==> config.mk <==
export PLATFORM = sky130hd
export DESIGN_NAME = ber_tester
export DESIGN_NICKNAME = d
export VERILOG_FILES = /design/src/rtl/ber_pkg.sv /design/src/rtl/ber_prbs_gen.sv /design/src/rtl/ber_coarse_dly.sv /design/src/rtl/ber_tally.sv /design/src/rtl/ber_tester.sv
export SDC_FILE = /design/constraint.sdc
export NUM_CORES = 1
export LEC_CHECK = 0
export BUFFER_PORTS_ARGS = -buffer_cell sky130_fd_sc_hd__buf_4
export CAP_MARGIN = 40
export CORE_AREA = 3 3 118 205
export DETAILED_ROUTE_END_ITERATION = 8
export DIE_AREA = 0 0 121 208
export GPL_TIMING_DRIVEN = 1
export PLACE_DENSITY = 0.48
export SLEW_MARGIN = 20
export SYNTH_ARGS = -nofsm -noshare
export SYNTH_HDL_FRONTEND = slang
export SYNTH_SLANG_ARGS = --single-unit
==> constraint.sdc <==
create_clock -name clk -period 2.6 [get_ports clk]
set_input_delay 0.26 -clock clk [delete_from_list [all_inputs] [get_ports clk]]
set_output_delay 0.26 -clock clk [all_outputs]
set_load 0.01 [all_outputs]
==> src/rtl/ber_pkg.sv <==
// Shared types and helpers for the serial link error counter.
package ber_pkg;
    localparam int LFSR_W = 24;

    typedef enum logic [1:0] {
        ORD_8   = 2'b00,
        ORD_16  = 2'b01,
        ORD_24  = 2'b10,
        ORD_24B = 2'b11
    } ord_e;

    // Feedback tap mask for the selected order.
    function automatic logic [LFSR_W-1:0] tap_mask(ord_e o);
        case (o)
            ORD_8:   return 24'h0000B8;
            ORD_16:  return 24'h00B400;
            default: return 24'hE10000;
        endcase
    endfunction

    // Index of the register bit that leaves the block.
    function automatic logic [4:0] out_idx(ord_e o);
        case (o)
            ORD_8:   return 5'd7;
            ORD_16:  return 5'd15;
            default: return 5'd23;
        endcase
    endfunction
endpackage

==> src/rtl/ber_prbs_gen.sv <==
// Pattern generator: Fibonacci shift register, shift left, feedback into bit 0.
// Assumes order is stable except on cycles where reseed is raised.
module ber_prbs_gen
    import ber_pkg::*;
(
    input  logic clk,
    input  logic rst_n,
    input  logic en,
    input  logic reseed,
    input  ord_e ord,
    output logic bit_o
);
    logic [LFSR_W-1:0] lfsr;
    logic              fb;

    // Feedback bit from the taps of the active order.
    always_comb fb = ^(lfsr & tap_mask(ord));

    // Register update: seed, shift, or hold.
    always_ff @(posedge clk) begin
        if (!rst_n)      lfsr <= '1;
        else if (reseed) lfsr <= '1;
        else if (en)     lfsr <= {lfsr[LFSR_W-2:0], fb};
    end

    // Serial output, quiet while idle.
    always_comb bit_o = en ? lfsr[out_idx(ord)] : 1'b0;
endmodule

==> src/rtl/ber_coarse_dly.sv <==
// Reference delay line: taps the transmitted stream 0..DEPTH-1 clocks back.
// Shifts every cycle so the history is always consistent with the sent bits.
module ber_coarse_dly #(
    parameter  int DEPTH = 32,
    localparam int SW    = $clog2(DEPTH)
) (
    input  logic          clk,
    input  logic          rst_n,
    input  logic          din,
    input  logic [SW-1:0] sel,
    output logic          dout
);
    logic [DEPTH-2:0] sr;
    logic [DEPTH-1:0] taps;

    // History of sent bits, newest in bit 0.
    always_ff @(posedge clk) begin
        if (!rst_n) sr <= '0;
        else        sr <= {sr[DEPTH-3:0], din};
    end

    // Tap select: zero delay picks the live bit.
    always_comb begin
        taps = {sr, din};
        dout = taps[sel];
    end
endmodule

==> src/rtl/ber_tally.sv <==
// Compare accounting: bit counter, saturating error counter, clean-run lock.
// Assumes clr and en are never both acted on; clr wins.
module ber_tally #(
    parameter  int BIT_W    = 48,
    parameter  int ERR_W    = 32,
    parameter  int LOCK_LEN = 64,
    localparam int LK_W     = $clog2(LOCK_LEN + 1)
) (
    input  logic             clk,
    input  logic             rst_n,
    input  logic             clr,
    input  logic             en,
    input  logic             mismatch,
    output logic [BIT_W-1:0] bit_cnt,
    output logic [ERR_W-1:0] err_cnt,
    output logic             locked
);
    localparam logic [LK_W-1:0] LK_MAX = LK_W'(LOCK_LEN);
    logic [LK_W-1:0] clean;

    // Bit counter: one per compare.
    always_ff @(posedge clk) begin
        if (!rst_n || clr) bit_cnt <= '0;
        else if (en)       bit_cnt <= bit_cnt + 1'b1;
    end

    // Error counter: one per mismatch, held at all ones.
    always_ff @(posedge clk) begin
        if (!rst_n || clr)                     err_cnt <= '0;
        else if (en && mismatch && ~&err_cnt)  err_cnt <= err_cnt + 1'b1;
    end

    // Clean-run length, saturating at the lock threshold.
    always_ff @(posedge clk) begin
        if (!rst_n || clr)       clean <= '0;
        else if (en) begin
            if (mismatch)        clean <= '0;
            else if (clean != LK_MAX) clean <= clean + 1'b1;
        end
    end

    // Lock is a full clean window.
    always_comb locked = (clean == LK_MAX);
endmodule

==> src/rtl/ber_tester.sv <==
// Top: generator, reference delay, compare and accounting, fine tap register.
// Assumes rx_bit is synchronous to clk (sampled by the external delay stage).
module ber_tester
    import ber_pkg::*;
#(
    parameter  int BIT_W     = 48,
    parameter  int ERR_W     = 32,
    parameter  int DLY_DEPTH = 32,
    parameter  int FINE_W    = 6,
    parameter  int LOCK_LEN  = 64,
    localparam int DLY_SW    = $clog2(DLY_DEPTH)
) (
    input  logic              clk,
    input  logic              rst_n,
    input  logic              run,
    input  logic              clr,
    input  logic [1:0]        ord_sel,
    input  logic [DLY_SW-1:0] coarse_sel,
    input  logic [FINE_W-1:0] fine_sel,
    input  logic              rx_bit,
    output logic              tx_bit,
    output logic [FINE_W-1:0] fine_tap,
    output logic [BIT_W-1:0]  bit_cnt,
    output logic [ERR_W-1:0]  err_cnt,
    output logic              locked
);
    logic              act;
    ord_e              ord_q;
    logic [DLY_SW-1:0] coarse_q;
    logic              start, ord_chg, crs_chg, clr_all, cmp_en, ref_bit, mismatch;

    // Run state and last-seen settings.
    always_ff @(posedge clk) begin
        if (!rst_n) begin
            act      <= 1'b0;
            ord_q    <= ORD_8;
            coarse_q <= '0;
            fine_tap <= '0;
        end else begin
            act      <= run;
            ord_q    <= ord_e'(ord_sel);
            coarse_q <= coarse_sel;
            fine_tap <= fine_sel;
        end
    end

    // Events that restart the measurement.
    always_comb begin
        start    = run & ~act;
        ord_chg  = run & act & (ord_e'(ord_sel) != ord_q);
        crs_chg  = act & (coarse_sel != coarse_q);
        clr_all  = clr | start | ord_chg | crs_chg;
        cmp_en   = act & ~clr_all;
        mismatch = rx_bit ^ ref_bit;
    end

    ber_prbs_gen u_gen (
        .clk(clk), .rst_n(rst_n), .en(act), .reseed(start | ord_chg),
        .ord(ord_q), .bit_o(tx_bit)
    );

    ber_coarse_dly #(.DEPTH(DLY_DEPTH)) u_dly (
        .clk(clk), .rst_n(rst_n), .din(tx_bit), .sel(coarse_sel), .dout(ref_bit)
    );

    ber_tally #(.BIT_W(BIT_W), .ERR_W(ERR_W), .LOCK_LEN(LOCK_LEN)) u_tally (
        .clk(clk), .rst_n(rst_n), .clr(clr_all), .en(cmp_en), .mismatch(mismatch),
        .bit_cnt(bit_cnt), .err_cnt(err_cnt), .locked(locked)
    );
endmodule

; ---- Yosys cells after proc, flatten, opt, wreduce, memory -nomap -nowiden
; Index checks and enable logic that the tools add are counted.
[totals]
word_cells = 53
ff_bits = 156
inputBits = 18
[op_classes]
n_reduce_logical = 11
n_mux = 9
eq_ne = 5
bitwise_logic = 14
order_cmp = 2
n_addsub = 3
[ops]
columns = operator, count
row1 = "48-bit by 1-bit adder with 48-bit output, second input constant", 1
row2 = 24-bit one-hot mux with 2 select lines, 1
row3 = "32-bit by 1-bit adder with 32-bit output, second input constant", 1
row4 = 32-bit AND reduction, 1
row5 = 24-bit AND, 1
row6 = 24-bit XOR reduction, 1
row7 = 7-bit 2-to-1 mux, 2
row8 = "5-bit by 6-bit < comparator with 1-bit output, second input constant", 2
row9 = 1-bit binary-select mux with 5-bit select, 2
row10 = 5-bit one-hot mux with 2 select lines, 1
row11 = "7-bit by 1-bit adder with 7-bit output, second input constant", 1
row12 = "7-bit equality test, second input constant", 1
row13 = "7-bit inequality test, second input constant", 1
row14 = 1-bit AND, 5
row15 = 5-bit inequality test, 1
row16 = 1-bit bitwise OR, 4
row17 = 1-bit 2-to-1 mux, 3
row18 = 1-bit inverter, 3
row19 = "2-bit by 1-bit equality test with 1-bit output, second input constant", 1
row20 = 1-bit logical AND, 2
row21 = 1-bit logical NOT, 2
row22 = 2-bit logical NOT, 1
row23 = 2-bit inequality test, 1
row24 = 2-bit AND reduction, 1
row25 = other kinds (4), 4

; ---- Longest topological paths before layout
[logic_depth]
depth_word = 10
mapped_depth = 10

; ---- Cells and area by module
; A second synthesis with hierarchy kept.
[unflattened]
hier_cells = 746
hier_area_um2 = 6754.0
[by_module_without_submodules]
columns = module, cells_each, seq_area_each_um2, area_per_inst_um2, n_inst
row1 = ber_tally, 499, 1741.7, 4140.2, 1
row2 = ber_coarse_dly, 106, 620.6, 1153.6, 1
row3 = ber_prbs_gen, 97, 480.5, 978.4, 1
row4 = ber_tester, 44, 280.3, 481.7, 1

; ---- Worst setup path before layout
; OpenSTA, ideal clock, no wires.
[synth_timing]
path_kind = input to register
startpoint = in coarse_sel[0]
endpoint = reg u_tally.err_cnt[30]
arrival_time_ns = 2.380
required_time_ns = 2.529
path_slack_ns = 0.150
path_stages = 8
path_cell_list = buf_4 > mux4_2 > a21oi_1 > a2111o_1 > o2111ai_2 > clkbuf_2 > or4_1 > a21oi_1
[synth_via]
elab_chain_len = 7
word_cells_on_any_way = 11
cone_classes = 1 x eq/ne / 2 x mux / 5 x bitwise / 3 x reduce/logical
[synth_rtl]
columns = element, line_no
row1 = "start, declared", ber_tester.sv:18  ; input logic [DLY_SW-1:0] coarse_sel,
row2 = branches (longest 7 deep; another with 1-bit binary-select mux with 5-bit select), --
row3 = "end signal, assigned", ber_tally.sv:30  ; else if (en && mismatch && ~&err_cnt) err_cnt <= err_cnt + 1'b1;
row4 = "end, declared", ber_tally.sv:15  ; output logic [ERR_W-1:0] err_cnt,
; Parallel ways; which one is timed is not known. The select of a mux whose other input is x is not followed.
; A chain may end at the register's enable or synchronous reset.

; ---- Final worst setup path
[layout_timing]
startpoint = reg u_gen.lfsr[23]
endpoint = reg u_tally.err_cnt[31]
[layout_via]
elab_chain_len = 8
[layout_rtl]
columns = element, line_no
row1 = "start, declared", ber_prbs_gen.sv:13  ; logic [LFSR_W-1:0] lfsr;
row2 = "start signal, assigned", ber_prbs_gen.sv:23  ; else if (en) lfsr <= {lfsr[LFSR_W-2:0], fb};
row3 = 1-bit binary-select mux with 5-bit select, ber_prbs_gen.sv:27  ; always_comb bit_o = en ? lfsr[out_idx(ord)] : 1'b0;
row4 = 1-bit 2-to-1 mux (not written as such), ber_prbs_gen.sv:27
row5 = 1-bit 2-to-1 mux, ber_prbs_gen.sv:27
row6 = 1-bit binary-select mux with 5-bit select, ber_coarse_dly.sv:25  ; dout = taps[sel];
row7 = 1-bit 2-to-1 mux (not written as such), ber_coarse_dly.sv:25
row8 = 1-bit bitwise XOR, ber_tester.sv:54  ; mismatch = rx_bit ^ ref_bit;
row9 = 1-bit logical AND (2 in a row), ber_tally.sv:30
; Every way passes these cells. The select of a mux whose other input is x is not followed.

==> reports/metrics.cfg <==
[status]
run_status = finished, final reports clean

[setup_path]
worst-endpoint-arrival_ps = 2870
critical_path_peak_fanout = 13
cp-start-kind = flip-flop
worstReg2RegStart = u_gen.lfsr[23]
worst-r2r-setup-slack_ps = 100
timing.reg2reg.worst_path_depth = 8
cp_data_required_time_ps = 2970
worstSetupEndpointType = flip-flop
worst-setup-path-type = flip-flop to flip-flop
worst_reg2reg_path_endpoint = u_tally.err_cnt[31]

[floorplanning]
die_h_um = 208
row_cnt = 73
design.core.area_um2 = 22740
pin_count = 106
die_width_um = 121
initial_utilization_pct = 29.71
fp.dieArea_um2 = 25170

[global_routing]
number_of_antenna_violations_at_the_first_check_in_global_routing = 0
grt_pass1_wl_mm = 28.31
grt_start_max_net_pins = 54
global_route.usage.total_pct = 13.88
first_global_vias = 5610
gr-total-overflow = 0

[placement]
number_of_placed_cells_counting_well_taps = 1148
placed_standard_cell_area_um2 = 8174
gp_congestion = 0.7580
placement.setup.worst_slack_ps = -98.85
post-dp-hpwl_mm = 12.33
portBuffers = 105

[worst_hold_path]
worstHoldEndpoint = fine_tap[4]
worst_hold_path_depth = 2
worstHoldStart = fine_sel[4]
hp-class = input pin to flip-flop

[timing]
finalClockSkew_ps = 12.19
unrepaired_setup_endpoints_after_global_routing = yes
fmax_mhz = 400.2
setup_viol = 0
timing_hold_violations_final = 0
finalCriticalPeriod_ps = 2499
tightestPinTransition_ps = 508.2
finalMaxSlewViolations = 0
final.hold.worst_slack_ps = 23.81
tns_ps = 0
slew_headroom_pct = 65.24
timing.final.ws_setup_ps = 101.4
final_min_period_over_clock_period_pct = 96.10

[logic_synthesis]
edff_count_synth = 0
synth.ff_latch_count = 156
yosys_warnings = 0
netlist_instances = 731
asyncSetResetFlopFracSynth_pct = 0
synth_ff_type = dfxtp_1
synth.area.top_cells = dfxtp_1 (46%), xor2_1 (6.4%), and2_1 (5.0%)
synth.distinct_cells = 49
netlist.top_cell.by_area = dfxtp_1
synthesized_area_um2 = 6758
yosys.area.top_type_share_pct = 46.21
synth_seq_area_share_pct = 46.21
post_synth.cell_area_avg_um2 = 9.245
syn-num-nets = 753

[drt]
number_of_detailed_route_iterations_in_the_first_pass = 4
drc = 0
vias_per_cell = 4.851
post_drt_wl_per_cell_um = 14.62
first_iter_violations = 189
drtAntennaViolNets = 0
routed_wl_mm = 17.31
num_vias = 5743

[finish]
flow.area_growth_from_synthesis_pct = 31.94
finalNetCount = 893
stdcell_area_um2 = 8916
antennaDiodeCount = 0
drive_above_1_share_pct = 25.45
final_cells = 1184
post-route-util_pct = 39.20

[clocking]
post_cts_hold_buffer_count = 0
cts-root-to-sink-buffers = 2
clock-root-buffer = clkbuf_16
numCtsBuffers = 17
clkTransAtPathRegs_ps = 70
h-tree-depth = 4
cts_sinks = 156
later_pin_clock_latency_in_the_skew_report_ps = 440
clock_tree_from_tritoncts = yes

[flow_run]
timing.max_cap.violations = 0

[pwr]
power_leakage_nw = 3.430
power-per-cell-area_nw_per_um2 = 579.7
total_power_mw = 5.169
worst_ir_drop_vdd_mv = 0.3646

==> synth_stat cells (4+ instances only) <==
cell type  number
nor2_1         58
buf_2           6
a21oi_1        29
and3_1         17
xnor2_1        18
ha_1            4
mux4_2          6
inv_1           9
nand3_1        36
o21ai_0        17
nand4_1        31
clkbuf_1       26
xor2_1         49
nand2_1        61
and4_1         11
buf_1           5
mux2i_1        32
and2_1         54
nor4_1          5
nor3_1         18
or4_1          19
o31ai_1         8
or3_1          15
dfxtp_1       156
o211ai_1        9
==> power by group <==
group | switching, mW | leakage [nW] | total, mW | internal, mW
clock | 1.11 | 0.297 | 2.56 | 1.45
combinational | 0.109 | 1.87 | 0.195 | 0.0857
sequential | 0.00796 | 1.26 | 2.41 | 2.40
total | 1.23 | 3.43 | 5.17 | 3.94
==> registers in the layout, indices dropped and copies added, names as in the netlist <==
register / count
u_tally.bit_cnt: 48
u_tally.err_cnt: 32
u_dly.sr: 31
u_gen.lfsr: 24
u_tally.clean: 7
fine_tap: 6
coarse_q: 5
ord_q: 2
act: 1
==> final cells by class <==
cell class | instances | area [µm²]
well taps | 300 | 375.4
repair buffers | 160 | 1217
flip-flops and latches | 156 | 3126
inverters | 9 | 33.78
clock buffers | 17 | 425.4
multi-input cells | 527 | 3566
clock inverters | 15 | 172.7
fillers | 2337 | 13830
==> how the worst max path moves through the flow <==
stage                        start                   to  slack, ps
2_1_floorplan        coarse_sel[0]  u_tally.err_cnt[30]        150
3_3_place_gp         coarse_sel[2]  u_tally.err_cnt[21]        -80
3_5_place_dp         coarse_sel[2]  u_tally.err_cnt[26]       -100
4_1_cts        u_tally.err_cnt[15]   u_tally.err_cnt[1]         20
5_1_grt             u_gen.lfsr[23]  u_tally.err_cnt[31]        -20
6_report            u_gen.lfsr[23]  u_tally.err_cnt[31]        100
==> cell usage in the layout (no fill, tap or decap), types with 2 or more instances in the layout <==
cell         n
a21oi_1     28
and2_1      53
and2_4       2
and3_1      17
and4_1      11
buf_4      158
bufinv_16    2
clkbuf_16   17
dfxtp_1    154
dfxtp_2      2
ha_1         4
inv_1        9
inv_6       10
mux2i_1     32
mux4_2       6
nand2_1     60
nand2b_1     2
nand3_1     36
nand4_1     31
nor2_1      58
nor2b_4      2
nor3_1      16
nor3_2       2
nor4_1       3
nor4_2       3
nor4b_1      2
o211ai_1     9
o21ai_0     16
o31ai_1      7
or2_2        3
or3_1       15
or4_1       16
or4_4        3
xnor2_1     18
xor2_1      49
==> kinds of logic after synthesis <==
group	synth area share [%]
buffers and inverters	3.018
XOR/XNOR	8.684
AO/OA/AOI/OAI	7.462
adder cells (fa/ha/maj)	0.7406
flip-flops	46.21
AND/OR/NAND/NOR	27.14
multiplexers	6.740
==> worst max-delay path, cell delays in order (launching register included) <==
cell and delay (ps):
dfxtp_1 370, nand2b_4 160, o311ai_4 100, a221o_1 410
a211oi_4 390, o2111ai_4 210, buf_4 230, or4_1 460
nand2_1 80
==> per-layer routing <==
layer	vias up	global-route usage, %	share of wire (%)
met5	-	0	0
met4	0	5.360	1.7
met3	19	3.236	3.9
met2	103	24.63	53
met1	2750	15.91	42
li1	2871	-	-
==> timing repair <==
action                                  in CTS  in global routing
resized for setup                            2                 21
gates cloned                                 0                  1
pin swaps                                    1                  4
buffers inserted                             0                  3
endpoints found under the setup margin      25                 43
(Power assumes the default switching activity.)
